## src/rtl/booth_st_mult.sv

```systemverilog
`timescale 1ns/1ps
module booth_st_mult (
  input  logic        clk,
  input  logic        rst_n,
  input  logic [15:0] a,
  input  logic [15:0] b,
  input  logic [2:0]  mode,
  output logic [31:0] prod
);
  localparam int OPW  = 16;
  localparam int RESW = 2 * OPW;
  localparam int ROWS = OPW / 2;
  localparam int LVLS = $clog2(RESW);

  logic [OPW-1:0] a_q, b_q;
  logic [2:0]     mode_q;

  always_ff @(posedge clk or negedge rst_n)
    if (!rst_n) begin
      a_q    <= '0;
      b_q    <= '0;
      mode_q <= '0;
    end else begin
      a_q    <= a;
      b_q    <= b;
      mode_q <= mode;
    end

  logic       byte_lanes, nib_lanes;
  logic [4:0] align;
  always_comb begin
    byte_lanes = (mode_q == 3'd2) || (mode_q == 3'd3);
    nib_lanes  = (mode_q == 3'd4);
    align      = nib_lanes ? 5'd12 : (byte_lanes ? 5'd8 : 5'd0);
  end

  logic [ROWS-1:1] cut;
  always_comb begin
    cut = '0;
    if (byte_lanes) cut[4] = 1'b1;
    if (nib_lanes) begin
      cut[2] = 1'b1;
      cut[4] = 1'b1;
      cut[6] = 1'b1;
    end
  end

  function automatic logic [OPW-1:0] lane_b(input int row, input logic [2:0] md,
                                             input logic [OPW-1:0] bv);
    case (md)
      3'd1: return {{8{bv[7]}}, bv[7:0]};
      3'd2: return (row < 4) ? {bv[7:0], 8'h00} : {{8{bv[15]}}, bv[15:8]};
      3'd3: return (row < 4) ? {{4{bv[3]}}, bv[3:0], 8'h00} : {{12{bv[7]}}, bv[7:4]};
      3'd4:
        case (row / 2)
          0:       return {bv[3:0], 12'h000};
          1:       return {{4{bv[7]}}, bv[7:4], 8'h00};
          2:       return {{8{bv[11]}}, bv[11:8], 4'h0};
          default: return {{12{bv[15]}}, bv[15:12]};
        endcase
      default: return bv;
    endcase
  endfunction

  logic [ROWS-1:0][RESW-1:0] rows;

  for (genvar r = 0; r < ROWS; r++) begin : g_row
    logic [2:0]     trip;
    logic [OPW-1:0] y;
    logic           neg, one, two;
    logic [OPW:0]   mag;
    logic [OPW+1:0] ext, pp;

    if (r == 0) begin : g_first
      assign trip = {a_q[1], a_q[0], 1'b0};
    end else begin : g_rest
      assign trip = {a_q[2*r+1], a_q[2*r], cut[r] ? 1'b0 : a_q[2*r-1]};
    end

    assign y   = lane_b(r, mode_q, b_q);
    assign neg = trip[2];
    assign one = trip[1] ^ trip[0];
    assign two = (trip[2] & ~trip[1] & ~trip[0]) | (~trip[2] & trip[1] & trip[0]);
    assign mag = one ? {y[OPW-1], y} : (two ? {y, 1'b0} : '0);
    assign ext = {mag[OPW], mag};
    assign pp  = neg ? (~ext + 1'b1) : ext;
    assign rows[r] = {{(RESW-OPW-2){pp[OPW+1]}}, pp} << (2 * r);
  end

  function automatic logic [2*RESW-1:0] comp42(input logic [RESW-1:0] w, x, y, z);
    logic [RESW-1:0] s1, c1, s2, c2;
    s1 = w ^ x ^ y;
    c1 = ((w & x) | (w & y) | (x & y)) << 1;
    s2 = s1 ^ z ^ c1;
    c2 = ((s1 & z) | (s1 & c1) | (z & c1)) << 1;
    return {c2, s2};
  endfunction

  logic [RESW-1:0] l1_s0, l1_c0, l1_s1, l1_c1, fin_s, fin_c;
  assign {l1_c0, l1_s0} = comp42(rows[0], rows[1], rows[2], rows[3]);
  assign {l1_c1, l1_s1} = comp42(rows[4], rows[5], rows[6], rows[7]);
  assign {fin_c, fin_s} = comp42(l1_s0, l1_c0, l1_s1, l1_c1);

  logic [LVLS:0][RESW-1:0]   gen;
  logic [LVLS-1:0][RESW-1:0] prp;
  logic [RESW-1:0]           half, total;

  assign half   = fin_s ^ fin_c;
  assign gen[0] = fin_s & fin_c;
  assign prp[0] = half;

  for (genvar k = 0; k < LVLS; k++) begin : g_pfx
    localparam int D = 1 << k;
    assign gen[k+1] = gen[k] | (prp[k] & (gen[k] << D));
    if (k < LVLS - 1) begin : g_p
      assign prp[k+1] = prp[k] & ((prp[k] << D) | RESW'((64'd1 << D) - 1));
    end
  end

  assign total = half ^ (gen[LVLS] << 1);

  always_ff @(posedge clk or negedge rst_n)
    if (!rst_n) prod <= '0;
    else        prod <= RESW'($signed(total) >>> align);
endmodule


```

## config.mk

```make
export PLATFORM = sky130hd
export DESIGN_NAME = booth_st_mult
export DESIGN_NICKNAME = d
export VERILOG_FILES = /design/src/rtl/booth_st_mult.sv
export SDC_FILE = /design/constraint.sdc
export NUM_CORES = 1
export LEC_CHECK = 0
export CAP_MARGIN = 5
export CORE_MARGIN = 2
export CORE_UTILIZATION = 30
export DETAILED_ROUTE_END_ITERATION = 7
export DONT_BUFFER_PORTS = 1
export HOLD_SLACK_MARGIN = 0.12
export PLACE_DENSITY = 0.54
export SLEW_MARGIN = 15
export SYNTH_ARGS = -nofsm -noshare
export SYNTH_HDL_FRONTEND = slang
export SYNTH_SLANG_ARGS = --single-unit
```

## constraint.sdc

```tcl
create_clock -name clk -period 10.36 [get_ports clk]
set_input_delay 1.036 -clock clk [delete_from_list [all_inputs] [get_ports clk]]
set_output_delay 1.036 -clock clk [all_outputs]
set_load 0.02 [all_outputs]
```

# --- After elaboration in Yosys (flattened, before gate mapping) ---
# Index checks and enable logic that the tools add are counted.
word_totals:
  regBits: 67
  out_inout_bits: 32
op_classes:
  n_shift: 1
  bitwise: 129
  addsub: 8
  reduce_logical: 1
  n_eq_ne: 4
  n_mux: 36
ops:
  columns: ["operator", "n"]
  rows:
  - ["$and A31 B31 Y31", 28]
  - ["$or A31 B31 Y31", 17]
  - ["$xor A32 B32 Y32", 14]
  - ["$mux W17", 16]
  - ["$pmux W16 S4", 4]
  - ["$add A18 B1 Y18 const B", 8]
  - ["$mux W18", 8]
  - ["$not A18 Y18", 8]
  - ["$sshr A32 B4 Y32", 1]
  - ["$and A1 B1 Y1", 29]
  - ["$not A1 Y1", 19]
  - ["$mux W4", 2]
  - ["$or A1 B1 Y1", 7]
  - ["$xor A1 B1 Y1", 7]
  - ["$eq A3 B2 Y1 const B", 2]
  - ["$mux W1", 6]
  - ["$eq A3 B1 Y1 const B", 1]
  - ["$eq A3 B3 Y1 const B", 1]
  - ["$logic_or A1 B1 Y1", 1]

# --- Logic depth before layout (Yosys ltp) ---
depth:
  word_depth: 36
  depth_mapped: 35
  mapped_depth_nobuf: 29

# --- Worst setup path after synthesis ---
# OpenSTA, ideal clock, no wires.
synth_path:
  kind: "register to register"
  start: "register mode_q[0]"
  end: "register prod[20]"
  synth_period_minus_slack_ns: 8.280
  setup_ns: 0.087
  path_stages_with_launch: 35
  slack_ns: 2.080
  arrival_time_ns: 8.194
  t_required_ns: 10.273
  path_cell_list: "dfrtp_1 -> buf_6 -> or3b_1 -> buf_6 -> buf_6 -> buf_2 -> clkbuf_1 -> and3_1 -> clkbuf_1 -> a22oi_1 -> ha_1 -> nand2_1 -> or3_1 -> nand4b_1 -> a2111oi_0 -> mux2i_1 -> nand2_1 -> o21ai_1 -> fa_1 -> inv_1 -> fa_1 -> fa_1 -> fa_1 -> inv_1 -> ha_1 -> and4_1 -> nand2_1 -> and3b_1 -> or2_2 -> a31oi_1 -> o21a_1 -> a21oi_1 -> xnor3_1 -> buf_4 -> o211ai_1"
synth_between:
  elab_chain_len: 35
synth_rtl:
  columns: ["element", "line_no", "text"]
  rows:
  - ["start, declared", "16", "logic [2:0] mode_q;"]
  - ["start signal, assigned", "26", "mode_q <= mode;"]
  - ["$eq A3 B3 Y1 / $eq A3 B2 Y1 (equally long branches)", "33, 50, 32", null]
  - ["$mux W1 / $logic_or A1 B1 Y1 (equally long branches)", "41, 32", null]
  - ["$mux W1, on equally long branches", "77, 40", null]
  - ["$not A1 Y1 / $mux W1 (equally long branches)", "83, 41", null]
  - ["$and A1 B1 Y1 / $mux W1 (equally long branches)", "83, 77", null]
  - ["$or A1 B1 Y1 / $not A1 Y1 (equally long branches)", "83", "assign two = (trip[2] & ~trip[1] & ~trip[0]) | (~trip[2] & trip[1] & trip[0]);"]
  - ["$mux W17 / $and A1 B1 Y1 (equally long branches)", "84, 83", null]
  - ["$mux W17 / $or A1 B1 Y1 (equally long branches)", "84, 83", null]
  - ["(+18 left out)", null, null]
  - ["$and A31 B31 Y31", "114", "assign gen[k+1] = gen[k] | (prp[k] & (gen[k] << D));"]
  - ["$or A31 B31 Y31", "114", null]
  - ["$and A31 B31 Y31", "114", null]
  - ["$or A31 B31 Y31", "114", null]
  - ["$and A31 B31 Y31", "114", null]
  - ["$or A31 B31 Y31 (2 in series)", "114", null]
  - ["$xor A32 B32 Y32", "120", "assign total = half ^ (gen[LVLS] << 1);"]
  - ["$sshr A32 B4 Y32 (*)", "124", "else prod <= RESW'($signed(total) >>> align);"]
  - ["end signal, assigned", "124", null]
  - ["end, declared", "8", "output logic [31:0] prod"]
# Mark *: on every way between the ends. The rest lies on a longest branch, timed or not.

# --- Final worst setup path ---
# Ends and elaborated chain as after synthesis.

==> flow_metrics.env <==
export IMPL_cp_slowest_cell="or3b_1"
export IMPL_vias=15074
export IMPL_clk_pin_slew_worst_paths_ns=0.09
export IMPL_critPathMaxFanout=24
export IMPL_cts_sinks=67
export IMPL_grt_max_degree=68
export IMPL_slew_violations=0
export IMPL_rows=81
export IMPL_synthFlopType="dfrtp_1"
export IMPL_critPathLaunchType="flop"
export IMPL_io_pins=69
export IMPL_grt_first_pass_wirelength_um=86700
export IMPL_dp_slack_ns=1.53
export IMPL_crit_arrival_ns=9.18
export IMPL_drive_above_1_share=0.0652
export IMPL_dr_pass1_iters=6
export IMPL_clock_root_buffer="clkbuf_16"
export IMPL_yosysWarningCount=0
export IMPL_postCtsSetupBuffers=0
export IMPL_ys_seq_elements=67
export IMPL_finalCritPeriodShare=0.862
export IMPL_critical_path_max_stage_delay_ns=0.71
export IMPL_max_cap_viol_count=0
export IMPL_setup_viol=0
export IMPL_yosysUniqueCellTypes=107
export IMPL_drc=0
export IMPL_path_class="flop to flop"
export IMPL_cp_common_cell="fa_1"
export IMPL_reg2reg_depth=26
export IMPL_wl_per_cell_um=22.9
export IMPL_holdCritPathClass="input port to async pin"
export IMPL_cts_buffer_depth=2
export IMPL_status="finished, final reports clean"
export IMPL_syn_area_um2=14700
export IMPL_cts_tree="done"
export IMPL_htreeDepth=3
export IMPL_coreArea_um2=48600
export IMPL_worst_slew_pin_transition_ns=1.18
export IMPL_clkLatencyLatePin_ns=0.40
export IMPL_hold_violations=0
export IMPL_syn_inst=1965
export IMPL_groute_usage_overall=0.224
export IMPL_cts_buffers=9
export IMPL_synthArstFlopShare=1.00
export IMPL_wl_um=57100
export IMPL_die_w_um=226
export IMPL_die_area_um2=50900
export IMPL_syn_num_nets=2166
export IMPL_hpwl_um=44400
export IMPL_area_growth_pct=4.85
export IMPL_postSynthAreaPerCell_um2=7.49
export IMPL_required_ns=10.60
export IMPL_vias_per_cell=6.04
export IMPL_fin_skew_ns=0.0272
export IMPL_endpoint_kind="flop"
export IMPL_start_util=0.303
export IMPL_port_buffers=0
export IMPL_fin_tns_setup_ns=0
export IMPL_place_congestion=0.969
export IMPL_cts_resized=0
export IMPL_final_util=0.317
export IMPL_yosysSeqAreaShare=0.114
export IMPL_overflow=0
export IMPL_fmax_ghz=0.112
export IMPL_final_setup_worst_slack_ns=1.43
export IMPL_synth_edf_count=0
export IMPL_worst_hold_slack_ns=0.330
export IMPL_final_antenna_net_count=0
export IMPL_rsz0062_at_grt="false"
export IMPL_die_y_um=226
export IMPL_final_min_clock_period_ns=8.93
export IMPL_antenna_found_initial=6
export IMPL_nets=2067
export IMPL_ctsHoldBuffers=0
export IMPL_slew_headroom=0.215
export IMPL_drtIter0Drc=1730
export IMPL_grt_pass1_vias=14048
[synthesized netlist by cell type, drive strengths merged, types with 15 or more instances]
| master | number | area (µm²) |
|---|---|---|
| nand3 | 39 | 205 |
| xnor2 | 79 | 692 |
| o21ai | 170 | 862 |
| a21o | 31 | 233 |
| nand2 | 196 | 738 |
| o22ai | 60 | 388 |
| xor2 | 57 | 507 |
| a31oi | 22 | 153 |
| dfrtp | 67 | 1680 |
| or2 | 23 | 144 |
| fa | 109 | 2180 |
| ha | 55 | 688 |
| nor2 | 153 | 579 |
| clkbuf | 111 | 417 |
| o211ai | 15 | 113 |
| mux2i | 24 | 240 |
| o21a | 15 | 114 |
| a211oi | 25 | 198 |
| a21oi | 157 | 793 |
| inv | 148 | 556 |
| nor2b | 17 | 106 |
| a22oi | 38 | 285 |
| nand2b | 28 | 175 |
| o221ai | 21 | 209 |
| buf | 34 | 220 |
| nor3 | 33 | 175 |
[cell type report]
type / instances / area, µm²
timing repair buffer: 35 / 263
clock inverter: 6 / 73.8
multi-input combinational: 1604 / 11800
tap: 622 / 778
antenna: 2 / 5.00
inverter: 149 / 559
fill: 5155 / 33200
sequential: 67 / 1680
clock buffer: 10 / 229
[metal layers]
layer / track usage / vias to the layer above / wire [µm]
met4: 0.101 / 0 / 2420
met2: 0.365 / 821 / 27000
met5: 0 / - / 0
met3: 0.0305 / 111 / 4370
li1: - / 6832 / -
met1: 0.296 / 7310 / 23300
[path summary, 6_finish.rpt]
path,start,slack (ns),to
max,mode_q[0],1.43,prod[20]
min,rst_n,0.33,b_q[4]
max reg2reg,mode_q[0],1.43,prod[20]
min reg2reg,a_q[0],0.82,prod[0]
max in group asynchronous,rst_n,9.81,prod[12]
min in group clk,a[14],0.65,a_q[14]
[kinds of logic after synthesis]
group,synth area share
AOI/OAI and AO/OA,0.314
xor gates and xnor gates,0.0830
adders and majority gates,0.199
buffers and inverters,0.0813
DFF,0.114
muxes,0.0201
and+or+nand+nor,0.189
[sequential cells by signal, summed over array words and instances (netlist names)]
| name | cells |
|---|---|
| a_q | 16 |
| b_q | 16 |
| mode_q | 3 |
| prod | 32 |
[stage by stage]
step / area [µm²] / std cells
floorplan: 14700 / 1965
global placement: 15100 / 2477
detailed placement: 15100 / 2477
CTS: 15400 / 2493
global route: 15400 / 2494
finish: 15400 / 2495
[cell usage in the layout, fill, tap and decap left out, drive strengths merged, types with 22 or more instances in the layout]
cell,netlist,routed
a211oi,25,25
a21o,31,31
a21oi,157,157
a22oi,38,38
a31oi,22,22
buf,34,35
dfrtp,67,67
fa,109,109
ha,55,55
inv,148,150
mux2i,24,24
nand2,196,196
nand2b,28,28
nand3,39,39
nor2,153,153
nor3,33,33
o21ai,170,170
o22ai,60,60
or2,23,23
xnor2,79,79
xor2,57,57
[worst max-delay path, delay by kind of cell, from the launching register on]
family / cells / cell delay, ns
AO/OA/AOI/OAI: 7 / 1.54
XOR/XNOR: 1 / 0.68
adder cells (fa/ha/maj): 5 / 2.56
buffers and inverters: 3 / 0.51
flip-flops: 1 / 0.39
multiplexers: 1 / 0.14
AND/OR/NAND/NOR: 9 / 2.94
Power is not shown: default switching activity piles up to over one toggle a cycle in this logic, so the estimate is an artifact.
